[src/rtl/bcg_pkg.sv]
package bcg_pkg;
    typedef enum logic [1:0] {
        ST_IDLE  = 2'd0,
        ST_FIXED = 2'd1,
        ST_PAGE  = 2'd2
    } bcg_state_e;

    localparam logic [2:0] LEN_1    = 3'b000;
    localparam logic [2:0] LEN_2    = 3'b001;
    localparam logic [2:0] LEN_4    = 3'b010;
    localparam logic [2:0] LEN_8    = 3'b011;
    localparam logic [2:0] LEN_PAGE = 3'b111;
endpackage

[src/rtl/bcg_mode_decode.sv]
module bcg_mode_decode #(
    parameter int COL_W  = 9,
    parameter int MODE_W = 10,
    parameter int ORD_BIT = 3,
    parameter int WSB_BIT = 9
) (
    input  logic [MODE_W-1:0] mode_i,
    input  logic              is_write_i,
    output logic [COL_W-1:0]  mask_o,
    output logic              page_o,
    output logic              ilv_o,
    output logic              err_o
);
    import bcg_pkg::*;

    logic [3:0] lg_w;
    logic       page_w;
    logic       reserved_w;

    always_comb begin
        lg_w       = 4'd0;
        page_w     = 1'b0;
        reserved_w = 1'b0;
        case (mode_i[2:0])
            LEN_1:    lg_w = 4'd0;
            LEN_2:    lg_w = 4'd1;
            LEN_4:    lg_w = 4'd2;
            LEN_8:    lg_w = 4'd3;
            LEN_PAGE: page_w = 1'b1;
            default:  reserved_w = 1'b1;
        endcase
        err_o = reserved_w | (page_w & mode_i[ORD_BIT]);
        if (is_write_i && mode_i[WSB_BIT]) begin
            lg_w   = 4'd0;
            page_w = 1'b0;
        end
        page_o = page_w;
        ilv_o  = mode_i[ORD_BIT] & ~page_w;
    end

    for (genvar i = 0; i < COL_W; i++) begin : g_mask
        assign mask_o[i] = page_w | (int'(lg_w) > i);
    end
endmodule

[src/rtl/bcg_addr_calc.sv]
module bcg_addr_calc #(
    parameter int COL_W = 9
) (
    input  logic [COL_W-1:0] base_i,
    input  logic [COL_W-1:0] beat_i,
    input  logic [COL_W-1:0] mask_i,
    input  logic             ilv_i,
    output logic [COL_W-1:0] col_o
);
    logic [COL_W-1:0] sum_w;
    logic [COL_W-1:0] xor_w;
    logic [COL_W-1:0] low_w;

    assign sum_w = base_i + beat_i;
    assign xor_w = base_i ^ beat_i;
    assign low_w = ilv_i ? xor_w : sum_w;
    assign col_o = (base_i & ~mask_i) | (low_w & mask_i);
endmodule

[src/rtl/burst_col_gen.sv]
module burst_col_gen #(
    parameter int COL_W  = 9,
    parameter int MODE_W = 10
) (
    input  logic              clk,
    input  logic              rst_n,
    input  logic              start_i,
    input  logic              is_write_i,
    input  logic [COL_W-1:0]  start_col_i,
    input  logic [MODE_W-1:0] mode_i,
    input  logic              stop_i,
    output logic [COL_W-1:0]  col_o,
    output logic              valid_o,
    output logic              last_o,
    output logic              done_o,
    output logic              cfg_err_o
);
    import bcg_pkg::*;

    bcg_state_e       state_q, state_d;
    logic [COL_W-1:0] base_q, beat_q, mask_q;
    logic             ilv_q, err_q, done_q;

    logic [COL_W-1:0] dec_mask;
    logic             dec_page, dec_ilv, dec_err;
    logic             at_last;
    logic [COL_W-1:0] calc_col;

    bcg_mode_decode #(.COL_W(COL_W), .MODE_W(MODE_W)) u_dec (
        .mode_i     (mode_i),
        .is_write_i (is_write_i),
        .mask_o     (dec_mask),
        .page_o     (dec_page),
        .ilv_o      (dec_ilv),
        .err_o      (dec_err)
    );

    bcg_addr_calc #(.COL_W(COL_W)) u_calc (
        .base_i (base_q),
        .beat_i (beat_q),
        .mask_i (mask_q),
        .ilv_i  (ilv_q),
        .col_o  (calc_col)
    );

    assign at_last = (beat_q == mask_q);

    // next-state logic
    always_comb begin
        state_d = state_q;
        unique case (state_q)
            ST_IDLE: begin
                if (start_i) state_d = dec_page ? ST_PAGE : ST_FIXED;
            end
            ST_FIXED: begin
                if (start_i)                 state_d = dec_page ? ST_PAGE : ST_FIXED;
                else if (stop_i || at_last)  state_d = ST_IDLE;
            end
            ST_PAGE: begin
                if (start_i)      state_d = dec_page ? ST_PAGE : ST_FIXED;
                else if (stop_i)  state_d = ST_IDLE;
            end
            default: state_d = ST_IDLE;
        endcase
    end

    // state register
    always_ff @(posedge clk) begin
        if (!rst_n) state_q <= ST_IDLE;
        else        state_q <= state_d;
    end

    // burst context and beat counter
    always_ff @(posedge clk) begin
        if (!rst_n) begin
            base_q <= '0;
            beat_q <= '0;
            mask_q <= '0;
            ilv_q  <= 1'b0;
            err_q  <= 1'b0;
            done_q <= 1'b0;
        end else begin
            done_q <= (state_q != ST_IDLE) && !start_i && (state_d == ST_IDLE);
            if (start_i) begin
                base_q <= start_col_i;
                beat_q <= '0;
                mask_q <= dec_mask;
                ilv_q  <= dec_ilv;
                err_q  <= dec_err;
            end else if (state_q != ST_IDLE) begin
                beat_q <= beat_q + 1'b1;
            end
        end
    end

    // outputs
    always_comb begin
        valid_o   = (state_q != ST_IDLE);
        last_o    = (state_q == ST_FIXED) && at_last;
        cfg_err_o = valid_o && err_q;
        done_o    = done_q;
        col_o     = calc_col;
    end
endmodule

[config.mk]
export PLATFORM = sky130hd
export DESIGN_NAME = burst_col_gen
export DESIGN_NICKNAME = d
export VERILOG_FILES = /design/src/rtl/bcg_pkg.sv /design/src/rtl/bcg_mode_decode.sv /design/src/rtl/bcg_addr_calc.sv /design/src/rtl/burst_col_gen.sv
export SDC_FILE = /design/constraint.sdc
export NUM_CORES = 1
export LEC_CHECK = 0
export BUFFER_PORTS_ARGS = -buffer_cell sky130_fd_sc_hd__buf_4
export CAP_MARGIN = 20
export CORE_MARGIN = 1.5
export CORE_UTILIZATION = 27
export CTS_CLUSTER_SIZE = 30
export DETAILED_ROUTE_END_ITERATION = 12
export GPL_TIMING_DRIVEN = 0
export SLEW_MARGIN = 20
export SYNTH_ARGS = -nofsm -noshare
export SYNTH_HDL_FRONTEND = slang
export SYNTH_HIERARCHICAL = 1
export SYNTH_SLANG_ARGS = --single-unit
[constraint.sdc]
create_clock -name clk -period 3 [get_ports clk]
set_input_delay 0.45 -clock clk [delete_from_list [all_inputs] [get_ports clk]]
set_output_delay 0.45 -clock clk [all_outputs]
set_load 0.1 [all_outputs]
## Word level (Yosys, flattened, before mapping)

Cells that the tools add are included.

- Memory bits (writable): 0
- Bits in latches: 0
- Output and inout bits: 13
- Register bits: 32
- Word-level logic and storage cells: 70
- Bits in read-only memories: 0
- Memories kept: 0

- Multiplexer cells: 13
- Equal/unequal tests: 7
- Bitwise gates (word level): 19
- Divide/modulo/power cells: 0
- Multiply operators: 0
- Add/sub/neg operators: 2
- Reductions and logical operators: 13
- Shifts and indexed selects: 0
- $lt $le $gt $ge: 9

Operators by type and width:

| cell | number |
|---|---|
| bitwise AND 9 bit | 2 |
| 2-to-1 mux 2 bit | 7 |
| > comparator 2 x 3 -> 1 bit (second input constant) | 4 |
| one-hot mux 2 bit (3 select lines) | 2 |
| OR 1 bit | 10 |
| adder 9 x 1 -> 9 bit (second input constant) | 1 |
| adder 9 bit | 1 |
| equality test 9 bit | 1 |
| 2-to-1 mux 9 bit | 1 |
| inverter 9 bit | 1 |
| OR 9 bit | 1 |
| bitwise XOR 9 bit | 1 |
| equality test 3 x 2 -> 1 bit (second input constant) | 2 |
| logical AND 1 bit | 5 |
| OR reduction 5 bit | 1 |
| > comparator 2 x 1 -> 1 bit (second input constant) | 2 |
| > comparator 2 bit (second input constant) | 2 |
| > comparator 2 x 4 -> 1 bit (second input constant) | 1 |
| logical NOT 2 bit | 2 |
| equality test 3 x 1 -> 1 bit (second input constant) | 1 |
| equality test 3 bit (second input constant) | 1 |
| logical NOT 3 bit | 1 |
| 2-to-1 mux 1 bit | 3 |
| bitwise AND 1 bit | 2 |
| 7 further kinds | 8 |

## Logic depth before layout (Yosys ltp)

- Depth after elaboration: 8
- Gate-level depth with buffers: 8
- Gate-level depth less buffers: 8

## By module

The synthesis kept the hierarchy.

By module, submodules not included:

| module | cells each | area each (µm²) | times used |
|---|---|---|---|
| burst_col_gen | 141 | 1,406.3 | 1 |
| bcg_addr_calc | 67 | 519.2 | 1 |
| bcg_mode_decode | 18 | 115.1 | 1 |

## Worst setup path before layout

Ideal clock, no wire load.

- Kind: register -> output
- Start: register beat_q[3]
- End: output last_o
- Cell stages (with the launch flop): 6
- Arrival time: 3.220 ns
- Data required time: 2.550 ns
- Buffers on the path: 1
- Slack: -0.670 ns
- Cells stage by stage: dfxtp_1 > buf_6 > xor2_1 > nor4_1 > nand4_1 > nor3b_1

- Cells in the longest elaborated chain, start to end: 2

Ends and longest elaborated chain:

| item | RTL line | text |
|---|---|---|
| from (decl) | burst_col_gen.sv:21 | `logic [COL_W-1:0] base_q, beat_q, mask_q;` |
| from (signal assigned) | burst_col_gen.sv:91 | `beat_q <= beat_q + 1'b1;` |
| equality test 9 bit | burst_col_gen.sv:46 | `assign at_last = (beat_q == mask_q);` |
| logical AND 1 bit | burst_col_gen.sv:99 | `last_o = (state_q == ST_FIXED) && at_last;` |
| to (decl) | burst_col_gen.sv:14 | `output logic last_o,` |

No other way between the ends.

## Worst setup path after layout

- Start: register base_q[0]
- End: output col_o[8]

- Cells in the longest elaborated chain, start to end: 4

Ends and longest elaborated chain:

| item | RTL line | text |
|---|---|---|
| from (decl) | burst_col_gen.sv:21 |  |
| from (signal assigned) | burst_col_gen.sv:85 | `base_q <= start_col_i;` |
| adder 9 bit | bcg_addr_calc.sv:14 | `assign sum_w = base_i + beat_i;` |
| 2-to-1 mux 9 bit | bcg_addr_calc.sv:16 | `assign low_w = ilv_i ? xor_w : sum_w;` |
| bitwise AND 9 bit | bcg_addr_calc.sv:17 | `assign col_o = (base_i & ~mask_i) \| (low_w & mask_i);` |
| OR 9 bit | bcg_addr_calc.sv:17 |  |
| to (decl) | burst_col_gen.sv:12 | `output logic [COL_W-1:0] col_o,` |

No other way between the ends.

==> impl_summary.txt <==
----------------------------------------------------
[Run status]
  Run status ... completed

[Global route]
  Overall global routing resource usage ... 11.75%
  Via count of the first global-routing pass ... 1585
  Remaining Overflow, GRT ... 0
  Initial antenna violation count ... 0
  First-pass GRT wire length ... 7645 um
  Largest net degree at the start of global routing ... 11

[Hold path]
  Origin of the worst min-delay path ... start_col_i[8]
  Number of instances on the worst hold path ... 3
  Hold Crit Class ... primary input to register

[Cells and area]
  Commonest non-fill, non-tap cell in the layout ... sky130_fd_sc_hd__buf_4
  Most frequent cells in the layout ... 40 x sky130_fd_sc_hd__buf_4, 29 x sky130_fd_sc_hd__dfxtp_1, 23 x sky130_fd_sc_hd__nor2b_1, 20 x sky130_fd_sc_hd__mux2i_1, 18 x sky130_fd_sc_hd__nor2_1
  Number of nets in the layout ... 301
  Growth of design area from synthesis to finish ... 28.88%
  Antenna cell count ... 0
  Layout cells sized above 1 ... 29.85%
  Post-route cell area ... 2630 um^2
  Layout fillers ... 798
  Final cell count without fillers ... 367

[Placed design]
  DPL Wire Length ... 3418 um
  Instance area after placement ... 2425 um^2
  Port bufs ... 30
  Number of placed instances, taps included ... 355
  Placement-stage worst setup slack ... -70.42 ps
  Final GP Congestion ... 0.8084

[Timing]
  Count of final setup violators ... 0
  Slew @ Worst Pin ... 734.7 ps
  Worst slew slack as a fraction of its limit ... 50.81%
  Post-route worst setup slack ... 96.42 ps
  Accumulated negative setup slack ... 0 ps
  Highest achievable clock rate ... 344.4 MHz
  Worst-case clock skew ... 8.665 ps
  Final Critical Period ... 2904 ps
  Fin crit share ... 96.79%
  Min Hold Slack ... 418.1 ps
  Hold Vio Cnt, Final ... 0
  Final Max Slew Viols ... 0

[Clock network]
  Clock latency of the later-clocked register in the worst-skew pair ... 280 ps
  Clock sink count ... 32
  Maximum level of the CTS H-tree ... 2
  Clock buffer count from CTS ... 5
  Cell at the root of the clock tree ... sky130_fd_sc_hd__clkbuf_8
  CTS tree ... built
  Maximum count of clock buffers along a single path ... 2
  Clock transition at the registers of the reported paths ... 70 ps

[Routing]
  Count of vias placed by the detailed router ... 1644
  Wirelength, routed ... 4572 um
  DRC violation count after routing ... 0
  DRC violation total after the first TritonRoute iteration ... 54
  Routed Antenna Nets ... 0
  Per-cell via count in the routed design ... 4.480
  1st-pass router iterations ... 4
  Average routed wire per standard cell ... 12.46 um

[Logic synthesis]
  Average footprint of a synthesized cell ... 9.030 um^2
  Number of instances in the synthesized netlist ... 226
  Net count after synthesis ... 260
  Number of unique standard cell types used by synthesis ... 48
  Sequential area share after synthesis ... 31.39%
  Number of flip-flops and latches in the synthesized netlist ... 32
  Leading register cell type out of synthesis ... sky130_fd_sc_hd__dfxtp_1
  Warnings from Yosys ... 6
  Cell Area, Synth ... 2041 um^2
  Count of flip-flops with a built-in enable after synthesis ... 0
  Proportion of synthesized flip-flops having asynchronous set or reset ... 0%

[Critical path]
  Cell depth of the worst flop-to-flop path ... 5
  Sort of element at the start of the critical path ... register
  Critical path data arrival time ... 2450 ps
  Critical path startpoint ... base_q[0]
  Critical path type ... register to primary output
  Data required time at the worst endpoint ... 2550 ps
  CP Max Fanout ... 4
  RR Startpoint ... beat_q[0]
  CP endpoint kind ... primary output

[Pwr]
  Logic pwr share ... 21.5%
  Proportion of power drawn by the clock network ... 39.5%
  Net switching share of the total power ... 29.29%
  Worst IR Drop VDD ... 199.0 uV
  Sw power ... 0.3403 mW
  PwrDens ... 441.7 nW/um^2
  Part of the power in registers ... 39.0%
  Leak Pwr ... 1.129 nW
  Internal power consumption ... 0.8215 mW

[Die]
  Die width ... 89.94 um
  Area of the core region ... 7292 um^2
  Ports placed on the boundary ... 37
  Die span in y ... 89.94 um
  Number of rows created at floorplan ... 31
  Die area ... 8088 um^2
  Starting density of the core ... 27.99%

[Flow run]
  Number of maximum-capacitance constraint violations ... 0

----------------------------------------------------
## sequential cells by signal, indices dropped and copies added (netlist names)
register and cells:
base_q 9, beat_q 9, mask_q 9, state_q 2, done_o 1, err_q 1
ilv_q 1
## final timing paths
| check | slack, ps | endpoint |
|---|---|---|
| worst max-delay path | 100 | col_o[8] |
| worst min-delay path | 420 | base_q[8] |
| worst max register to register | 1410 | done_o |
| worst min register to register | 520 | beat_q[1] |
## Yosys cell counts, drive strengths merged, types with 2 or more instances
library cell	instances	share of area [%]
xor2	13	5.6
mux2i	20	9.8
nor2	18	3.3
a211oi	4	2.2
ha	9	5.5
mux2	4	2.4
nor2b	23	7.1
a31oi	3	0.92
nand4	3	0.92
nor3b	3	1.3
a21o	2	0.74
nand2	11	2.0
a21oi	11	2.7
inv	8	1.5
dfxtp	32	31
xnor2	9	3.9
nand3b	2	0.74
nor3	2	0.74
or3	2	0.61
clkbuf	4	0.74
nand2b	3	0.92
o21ai	9	2.2
and2	2	0.61
buf	12	4.1
## metal layers
metal  vias up  share of wire [%]  global-route usage, %  wire length [um]
met2        28                 45                  18.96              2080
met3         8                3.7                  2.453               168
met4         0                1.1                  3.571                51
li1        855                  -                      -                 -
met5         -                  0                      0                 0
met1       753                 50                  15.75              2271
## worst max-delay path, cell delays in order (launching register included)
cell and delay, ps:
sky130_fd_sc_hd__dfxtp_2 350, sky130_fd_sc_hd__ha_4 150, sky130_fd_sc_hd__inv_2 40, sky130_fd_sc_hd__fa_2 330, sky130_fd_sc_hd__nand2b_4 150, sky130_fd_sc_hd__a211oi_4 270, sky130_fd_sc_hd__a21oi_1 110, sky130_fd_sc_hd__o211ai_1 370
sky130_fd_sc_hd__xor2_4 200, sky130_fd_sc_hd__buf_12 190
## what timing repair did
action                                 in CTS  in global routing
endpoints found under the hold margin       0                  0
setup endpoints to repair                   3                  2
hold buffers                                0                  0
gates cloned                                0                  0
gates resized for setup                    13                  0
pin swaps                                   4                  3
setup buffers                               2                  2
## logic make-up after synthesis
kind of cell	share of synthesized area [%]
compound gates	12.57
xor+xnor	9.442
fa+ha+maj	7.051
buf+inv	6.315
flops	31.39
mux	12.20
simple gates	21.03
## final cells by class
class / count / area, um^2 / share of cell area, %
buffer: 16 / 98.84 / 3.758
clock buffer: 7 / 96.34 / 3.663
clock inverter: 1 / 30.03 / 1.142
inverter: 8 / 30.03 / 1.142
multi-input combinational: 170 / 1336 / 50.81
sequential: 32 / 646.9 / 24.60
tap: 99 / 123.9 / 4.710
timing repair buffer: 34 / 267.8 / 10.18
## power groups by stage
stage	clock network, mW	logic, mW	registers, mW
after global routing	0.490	0.268	0.455
after detailed placement	0	0.244	0.464
final	0.458	0.250	0.453
after floorplan	0	0.181	0.465
after global placement	0	0.242	0.464
after CTS	0.470	0.251	0.453
## per-stage QoR
stage	total power, mW	utilization (%)
global route	1.213	36.07
detailed placement	0.7079	33.25
CTS	1.175	35.86
global placement	0.7058	33.25
floorplan	0.6457	-
finish	1.162	36.07
Power figures use the tool's default switching activity.
